==> config.mk <==
export PLATFORM = sky130hd
export DESIGN_NAME = ccr_alu
export DESIGN_NICKNAME = d
export VERILOG_FILES = /design/src/rtl/ccr_alu_pkg.sv /design/src/rtl/ccr_alu_decode.sv /design/src/rtl/ccr_alu_lane.sv /design/src/rtl/ccr_alu.sv
export SDC_FILE = /design/constraint.sdc
export NUM_CORES = 1
export LEC_CHECK = 0
export ABC_AREA = 1
export BUFFER_PORTS_ARGS = -buffer_cell sky130_fd_sc_hd__buf_2
export CORE_UTILIZATION = 60
export DETAILED_ROUTE_END_ITERATION = 16
export PLACE_DENSITY = 0.82
export SLEW_MARGIN = 5
export SYNTH_ARGS = -nofsm -noshare
export SYNTH_HDL_FRONTEND = slang
export SYNTH_SLANG_ARGS = --single-unit
==> constraint.sdc <==
create_clock -name clk -period 10.28 [get_ports clk]
set_input_delay 1.028 -clock clk [delete_from_list [all_inputs] [get_ports clk]]
set_output_delay 1.028 -clock clk [all_outputs]
set_load 0.02 [all_outputs]
==> src/rtl/ccr_alu_pkg.sv <==
package ccr_alu_pkg;

  localparam logic [3:0] OP_ADD  = 4'd0;
  localparam logic [3:0] OP_SUB  = 4'd1;
  localparam logic [3:0] OP_ADDC = 4'd2;
  localparam logic [3:0] OP_SUBC = 4'd3;
  localparam logic [3:0] OP_CMP  = 4'd4;
  localparam logic [3:0] OP_NEG  = 4'd5;
  localparam logic [3:0] OP_INC  = 4'd6;
  localparam logic [3:0] OP_DEC  = 4'd7;
  localparam logic [3:0] OP_AND  = 4'd8;
  localparam logic [3:0] OP_OR   = 4'd9;
  localparam logic [3:0] OP_XOR  = 4'd10;
  localparam logic [3:0] OP_MOV  = 4'd11;

  typedef enum logic [1:0] {
    CLS_ARITH,
    CLS_STEP,
    CLS_LOGIC,
    CLS_NONE
  } op_class_e;

  typedef struct packed {
    logic n;
    logic z;
    logic v;
    logic c;
  } flags_t;

endpackage

==> src/rtl/ccr_alu_decode.sv <==
module ccr_alu_decode
  import ccr_alu_pkg::*;
(
  input  logic [3:0] op,
  output op_class_e  cls,
  output logic       writes
);

  always_comb begin
    unique case (op)
      OP_ADD, OP_SUB, OP_ADDC, OP_SUBC, OP_CMP, OP_NEG: cls = CLS_ARITH;
      OP_INC, OP_DEC:                                   cls = CLS_STEP;
      OP_AND, OP_OR, OP_XOR, OP_MOV:                    cls = CLS_LOGIC;
      default:                                          cls = CLS_NONE;
    endcase
    writes = (cls != CLS_NONE) && (op != OP_CMP);
  end

endmodule

==> src/rtl/ccr_alu_lane.sv <==
module ccr_alu_lane
  import ccr_alu_pkg::*;
#(
  parameter int LW     = 8,
  parameter int WIDE_W = 32
) (
  input  logic [LW-1:0] a,
  input  logic [LW-1:0] b,
  input  logic [3:0]    op,
  input  op_class_e     cls,
  input  logic          cin,
  output logic [LW-1:0] res,
  output flags_t        fout
);

  localparam int XW = LW + 2;
  localparam bit UNSIGNED_CARRY = (LW >= WIDE_W);

  logic [XW-1:0] dx, bx, addend, sum;
  logic [LW-1:0] logic_res, sum_w;
  logic          carry_arith, v_arith, v_step;

  always_comb begin
    bx = {2'b00, b};
    dx = {2'b00, a};
    addend = bx;
    unique case (op)
      OP_ADDC:         addend = bx + XW'(cin);
      OP_SUB, OP_CMP:  addend = -bx;
      OP_SUBC:         addend = -(bx + XW'(cin));
      OP_NEG: begin
        dx     = '0;
        addend = -bx;
      end
      OP_DEC:          addend = -bx;
      default:         addend = bx;
    endcase
    sum   = dx + addend;
    sum_w = sum[LW-1:0];
  end

  generate
    if (UNSIGNED_CARRY) begin : g_cmp_carry
      assign carry_arith = (sum_w < dx[LW-1:0]) || (sum_w < addend[LW-1:0]);
    end else begin : g_bit_carry
      assign carry_arith = sum[LW];
    end
  endgenerate

  assign v_arith = (addend[LW-1] == dx[LW-1]) && (addend[LW-1] != sum[LW-1]);
  assign v_step  = &dx[LW-2:0];

  always_comb begin
    unique case (op)
      OP_AND:  logic_res = a & b;
      OP_OR:   logic_res = a | b;
      OP_XOR:  logic_res = a ^ b;
      default: logic_res = b;
    endcase
  end

  always_comb begin
    res  = (cls == CLS_LOGIC) ? logic_res : sum_w;
    fout.n = res[LW-1];
    fout.z = (res == '0);
    unique case (cls)
      CLS_ARITH: begin
        fout.v = v_arith;
        fout.c = carry_arith;
      end
      CLS_STEP: begin
        fout.v = v_step;
        fout.c = cin;
      end
      default: begin
        fout.v = 1'b0;
        fout.c = cin;
      end
    endcase
  end

endmodule

==> src/rtl/ccr_alu.sv <==
module ccr_alu
  import ccr_alu_pkg::*;
#(
  parameter int BASE_W = 8,
  parameter int NLANE  = 3,
  parameter int DATA_W = BASE_W << (NLANE - 1)
) (
  input  logic              clk,
  input  logic              rst,
  input  logic              op_valid,
  input  logic [3:0]        op_code,
  input  logic [1:0]        op_size,
  input  logic [DATA_W-1:0] dst_in,
  input  logic [DATA_W-1:0] src_in,
  input  logic              flag_wr,
  input  logic [7:0]        flag_din,
  output logic [DATA_W-1:0] res_out,
  output logic              res_we,
  output logic [7:0]        flag_byte
);

  op_class_e         cls;
  logic              writes;
  flags_t            flags_q;
  logic [DATA_W-1:0] lane_res [NLANE];
  flags_t            lane_flags [NLANE];
  logic [DATA_W-1:0] sel_res;
  flags_t            sel_flags;
  int                sel_idx;

  ccr_alu_decode u_dec (
    .op     (op_code),
    .cls    (cls),
    .writes (writes)
  );

  generate
    for (genvar i = 0; i < NLANE; i++) begin : g_lane
      localparam int LW = BASE_W << i;
      logic [LW-1:0] r;
      ccr_alu_lane #(.LW(LW), .WIDE_W(DATA_W)) u_lane (
        .a    (dst_in[LW-1:0]),
        .b    (src_in[LW-1:0]),
        .op   (op_code),
        .cls  (cls),
        .cin  (flags_q.c),
        .res  (r),
        .fout (lane_flags[i])
      );
      assign lane_res[i] = DATA_W'(r);
    end
  endgenerate

  always_comb begin
    sel_idx   = (int'(op_size) >= NLANE) ? NLANE - 1 : int'(op_size);
    sel_res   = lane_res[sel_idx];
    sel_flags = lane_flags[sel_idx];
  end

  always_ff @(posedge clk) begin
    if (rst) begin
      flags_q <= '0;
      res_out <= '0;
      res_we  <= 1'b0;
    end else if (flag_wr) begin
      flags_q <= flags_t'(flag_din[3:0]);
      res_we  <= 1'b0;
    end else if (op_valid && cls != CLS_NONE) begin
      flags_q <= sel_flags;
      res_we  <= writes;
      if (writes) res_out <= sel_res;
    end else begin
      res_we <= 1'b0;
    end
  end

  assign flag_byte = {4'b0000, flags_q};

endmodule

==> metrics.txt, run 1 <==
setup TNS=0 ps; Slew headroom=0.250; die footprint=roughly 18000 um2; clk_lat worst skew=between 200 and 300 ps; remaining antenna violation count=0; Crit-path slowest cell=nand2_1; Layout Area Growth over Synthesis=8.30%; post-synthesis sequential area ratio=0.0725; Syn Std Cell Area=10200 um2; fill count=between 1500 and 2000; unrepaired setup endpoints after global routing=false; Boundary Pins=around 120; Routed WL=roughly 34000 um; worst vdd ir=0.100 mV; crit path launch type=input pin; Horiz. Die Dim=around 130 um; most used cell, CP=nand2_1; CP Data Arrival Time=about 8600 ps; vias in the first global route=between 10000 and 15000; setup repair bufs after CTS=0; Crit path required time=around 10000 ps; clock buffer depth=2; share of layout cells above drive strength 1=0.129; Inserted Clock Buffers=5; Yosys cell types=between 60 and 70; Hold WC Path Type=register to register; EDFF count, synth=0; final setup fails=0; wire per inst=roughly 17 um; Slew Limit Fails=0; Finished Cell Area=11100 um2; CP Capture Type=register; dominant synthesized flop cell=dfxtp_1; Rows=between 40 and 50; Ys Warns=0; P_leak=about 5.4 nW; Seq cells post-synth=37; fraction of registers with async set or reset after synthesis=0; hold-fix buffers at CTS=0; NumNets Final=2033; max frequency=approximately 120 MHz; Final Hold Fails=0; Clk pin slew, worst setup/hold paths=60 ps; Slew @ Worst Pin=approximately 1100 ps; placed instance area=10900 um2; critical path's largest stage delay=just over 800 ps; DP Wirelength=~28000 um; largest net degree at the start of global routing=42; GPL Wtd Cong=0.987; Max-Cap Viols=0; Clock Skews=around 5.4 ps; initial antenna violation count=2; status=completed; clk root buf=clkbuf_16; Tcrit/Tclk final=0.820; synthesized instance count=1720; TritonCTS clock tree=built; Sink Count=37; first-pass GRT wire length=54500 um; Initial Util=0.616; DR iter-0 viols=between 1000 and 1500; PD cells=between 90 and 100 nW/um2; Worst Path Max Fanout=28; Vias=about 12000; DRC=0; port bufs=114; Detailed Routing Iterations Pass 1=11; minimum clock period=between 8000 and 9000 ps; Synth Area per Inst=5.94 um2; Via density=6.04; cts repair resizes=0; gr ovfl total=0; total track usage=0.385; H-tree levels=2; Setup CP Type=input pin to register; Core Box Area=16600 um2; Die H=132 um
==> layout make-up <==
| class | count | area [um2] | share of cell area |
|---|---|---|---|
| Antenna cell | 1 | 2.50 | 0.000226 |
| Tap cell | 220 | 275 | 0.0249 |
| Multi-Input combinational cell | 1366 | 8250 | 0.746 |
| Timing Repair Buffer | 125 | 653 | 0.0591 |
| Clock inverter | 1 | 30.0 | 0.00272 |
| Inverter | 258 | 968 | 0.0876 |
| Clock buffer | 7 | 143 | 0.0129 |
| Sequential cell | 37 | 741 | 0.0670 |
==> per-layer routing <==
layer | up-vias | global-route usage | part of all wire | wire length, um
met3 | 133 | 0.0425 | 0.078 | 2680
met1 | 5427 | 0.479 | 0.40 | 13600
met2 | 624 | 0.650 | 0.46 | 15900
li1 | 5976 | - | - | -
met5 | - | 0 | 0.00044 | 15
met4 | 2 | 0.208 | 0.061 | 2090
==> path summary, 6_finish.rpt <==
path	endpoint	start	slack, ps	cells after the start
max	flag_byte[0]$_SDFFE_PP0P_	op_code[0]	1850	38
min	res_out[23]$_SDFFE_PP0P_	res_out[23]$_SDFFE_PP0P_	460	2
max reg2reg	flag_byte[0]$_SDFFE_PP0P_	flag_byte[0]$_SDFFE_PP0P_	3540	45
min reg2reg	res_out[23]$_SDFFE_PP0P_	res_out[23]$_SDFFE_PP0P_	460	2
==> worst max-delay path: cells and delay by family <==
| family | cells | cell delay [ps] |
|---|---|---|
| compound gates | 13 | 2750 |
| fa+ha+maj | 2 | 650 |
| buf+inv | 7 | 2010 |
| simple gates | 16 | 2170 |
==> stage by stage <==
step           setup WS, ps  total power, W  std cells  utilization  hold WS (ps)
3_3_place_gp           1950        0.000876       2006        0.656           451
6_report               1850         0.00109       2015        0.667           459
2_1_floorplan          4180        0.000707       1723            -           473
3_5_place_dp           1840        0.000896       2006        0.656           453
5_1_grt                1220         0.00119       2014        0.667           473
4_1_cts                2120         0.00108       2014        0.667           461
==> power breakdown <==
group	internal (W)	leakage (nW)	total, W	switching, W
Combinational	0.000268	5.03	0.000756	0.000488
Sequential	0.000152	0.302	0.000156	0.00000428
Clock	0.000121	0.0841	0.000178	0.0000572
==> state kept, by name, indices dropped and copies added, names as in the netlist <==
register   cells
res_out       32
flag_byte      4
res_we         1
==> cells in the mapped netlist (10+ instances only) <==
cell type / count / area (um2)
nand2_1: 355 / 1330
nor2_1: 166 / 623
nand3_1: 100 / 500
a21oi_1: 123 / 616
nor2_4: 10 / 113
xor2_1: 21 / 184
o21ai_1: 13 / 65.1
nor3_1: 34 / 170
o2111ai_1: 26 / 228
a22oi_1: 18 / 135
nand4_1: 44 / 275
inv_1: 241 / 905
ha_1: 157 / 1960
a211oi_1: 16 / 120
o211ai_1: 17 / 128
clkbuf_1: 40 / 150
nor2_2: 15 / 93.8
o21ai_0: 99 / 495
inv_2: 14 / 52.6
dfxtp_1: 37 / 741
nand3_2: 10 / 100
nand2_2: 22 / 138
==> kinds of logic (layout without fill, tap and decap cells) <==
group,after synthesis,count (layout),share of synthesized area
flip-flops,37,37,0.0725
other,1,5,0.000367
AND/OR/NAND/NOR,799,799,0.362
XOR/XNOR,28,28,0.0240
buffers and inverters,320,391,0.122
AO/OA/AOI/OAI,377,377,0.225
adder cells (fa/ha/maj),158,158,0.194
==> placed cells by master (no fill, tap or decap), drive strengths merged, types with 26 or more instances in the layout <==
master | Yosys | routed
buf | 21 | 125
o2111ai | 26 | 26
nand3 | 111 | 111
a21oi | 124 | 124
ha | 157 | 157
dfxtp | 37 | 37
nor2 | 191 | 191
nand2 | 380 | 380
nor3 | 37 | 37
inv | 255 | 255
nand4 | 47 | 47
o21ai | 113 | 113
Power figures use the tool's default switching activity.
==> inputs of run 2 (changes only) <==
==> constraint.sdc (replaced) <==
create_clock -name clk -period 8.7 [get_ports clk]
set_input_delay 0.87 -clock clk [delete_from_list [all_inputs] [get_ports clk]]
set_output_delay 0.87 -clock clk [all_outputs]
set_load 0.02 [all_outputs]
==> run 2 against run 1 <==
  * Clock-buffer cell count down 1
  * Global-route usage up 0.39 points
  * Power up 15%
==> metrics.txt, run 2 (synthesis gave the netlist of run 1 again) <==
final core utilization=0.666 (-0.00128); Via density=6.03 (about the same); P_leak=5.41 nW (-0.16%); most frequent cells in the layout=nand2_1, inv_1, nor2_1, ha_1, a21oi_1; share of layout cells above drive strength 1=0.129 (+0.000485); Hold WC Path Type=register to register; NumNets Final=2034 (+0.049%); Sink Count=37 (unchanged); CP Capture Type=register; setup repair bufs after CTS=0 (unchanged); Slew headroom=0.309 (+0.0589); DR iter-0 viols=1242 (-3.5%); most common cell after layout, fill and taps aside=nand2_1; total track usage=0.389 (+0.00389); TritonCTS clock tree=built; Max-Cap Viols=0 (unchanged); minimum clock period=between 7000 and 8000 ps; FF-to-FF Start=flag_byte[0]$_SDFFE_PP0P_; final worst setup slack=978 ps (-868 ps); max frequency=129 MHz; Crit path required time=8850 ps (-1640 ps); Inserted Clock Buffers=5 (unchanged); Tcrit/Tclk final=0.888; Rows=47 (unchanged); status=completed; vias in the first global route=11218 (+3.0%); worst vdd ir=0.0963 mV (-3.9%); worst reg2reg path depth=45 (unchanged); Reg2Reg Setup Slack=1870 ps (-1670 ps); Boundary Pins=123 (unchanged); Horiz. Die Dim=132 um (unchanged); reg2reg end=flag_byte[0]$_SDFFE_PP0P_; net switching power=0.000654 W (+19%); Setup WS pre-CTS=902 ps (-936 ps); Vias=12168 (+0.049%); die footprint=17500 um2 (unchanged); Clk pin slew, worst setup/hold paths=60 ps (about the same); largest net degree at the start of global routing=42 (unchanged); Initial Util=0.616 (unchanged); Crit-path slowest cell=inv_1; most used cell, CP=nand2_1; Setup CP Type=input pin to register; hold-fix buffers at CTS=0 (unchanged); PD cells=114 nW/um2 (+15%); Hold Startpoint=flag_byte[3]$_SDFFE_PP0P_; H-tree levels=2 (unchanged); port bufs=114 (unchanged); Final Hold Fails=0 (unchanged); clk root buf=clkbuf_16; wire per inst=17.2 um (+0.83%); CP Data Arrival Time=7870 ps (-770 ps); max FFs per register=32 (unchanged); Worst Path Max Fanout=34 (+21%); Detailed Routing Iterations Pass 1=6 (-5); first-pass GRT wire length=54900 um (+0.80%); Core Box Area=16600 um2 (unchanged); cts repair resizes=0 (unchanged); critical path's largest stage delay=600 ps (-230 ps); DP Wirelength=28500 um (+2.2%); Top reg by flops=res_out; clock buffer depth=2 (unchanged); Slew Limit Fails=0 (unchanged); clk_lat worst skew=280 ps (about the same); clock network power share=0.140 (-0.024); Pint=0.000602 W (+11%); Switching Fraction=0.521 (+0.0167); unrepaired setup endpoints after global routing=false; crit path from=op_code[0]; Die H=132 um (unchanged); Layout Area Growth over Synthesis=8.09%; Slew @ Worst Pin=1030 ps (-87.6 ps); DRC=0 (unchanged); setup TNS=0 ps (unchanged); GPL Wtd Cong=0.978 (-0.88%); final setup fails=0 (unchanged); Clock Skews=2.43 ps (-2.98 ps); gr ovfl total=0 (unchanged); Sequential Power Share=0.147 (+0.004); remaining antenna violation count=0 (unchanged); Worst setup endpoint=flag_byte[0]$_SDFFE_PP0P_; crit path launch type=input pin; Tot Pwr=0.00126 W (+15%); initial antenna violation count=1 (-1); combinational power share=0.713 (+0.020); Routed WL=34600 um (+0.98%)
==> run 2: worst max-delay path: cells and delay by family <==
family                     cells  cell delay [ps]
AOI/OAI and AO/OA              9             1950
adders and majority gates      2              670
buffers and inverters          9             2290
and+or+nand+nor               20             2050
==> run 2: area by class of cell <==
| type | count | area, um2 |
|---|---|---|
| antenna | 3 | 7.51 |
| clock buffer | 6 | 129 |
| clock inverter | 2 | 10.0 |
| fill | 1649 | 5550 |
| inverter | 258 | 968 |
| multi-input combinational | 1366 | 8250 |
| sequential | 37 | 741 |
| tap | 220 | 275 |
| timing repair buffer | 126 | 661 |
==> run 2: stage by stage <==
stage | instance area, um2 | std cells | hold slack, ps
after global placement | 10900 | 2007 | 451
after detailed placement | 10900 | 2007 | 453
after global routing | 11000 | 2015 | 471
after CTS | 11000 | 2015 | 461
final | 11000 | 2018 | 460
after floorplan | 10200 | 1723 | 473
==> run 2: worst min path at each step <==
stage	end	slack (ps)	depth (start not counted)
2_1_floorplan	flag_byte[0]$_SDFFE_PP0P_	470	2
3_3_place_gp	res_out[27]$_SDFFE_PP0P_	450	2
3_5_place_dp	res_out[25]$_SDFFE_PP0P_	450	2
4_1_cts	res_out[25]$_SDFFE_PP0P_	460	2
5_1_grt	res_out[23]$_SDFFE_PP0P_	470	2
6_report	flag_byte[3]$_SDFFE_PP0P_	460	2
==> run 2: power by group through the flow <==
stage | Combinational (W) | Clock, W | Sequential [W]
after floorplan | 0.000636 | 0 | 0.000199
after global placement | 0.000849 | 0 | 0.000188
after detailed placement | 0.000874 | 0 | 0.000188
after CTS | 0.000881 | 0.000177 | 0.000184
after global routing | 0.00101 | 0.000184 | 0.000185
final | 0.000896 | 0.000176 | 0.000185
==> run 2: per-layer routing <==
metal / GRT usage / vias to the layer above / wire (um)
met5: 0 / - / 0
met4: 0.223 / 0 / 2140
met3: 0.0479 / 124 / 2470
met2: 0.679 / 547 / 16300
met1: 0.458 / 5522 / 13700
li1: - / 5975 / -
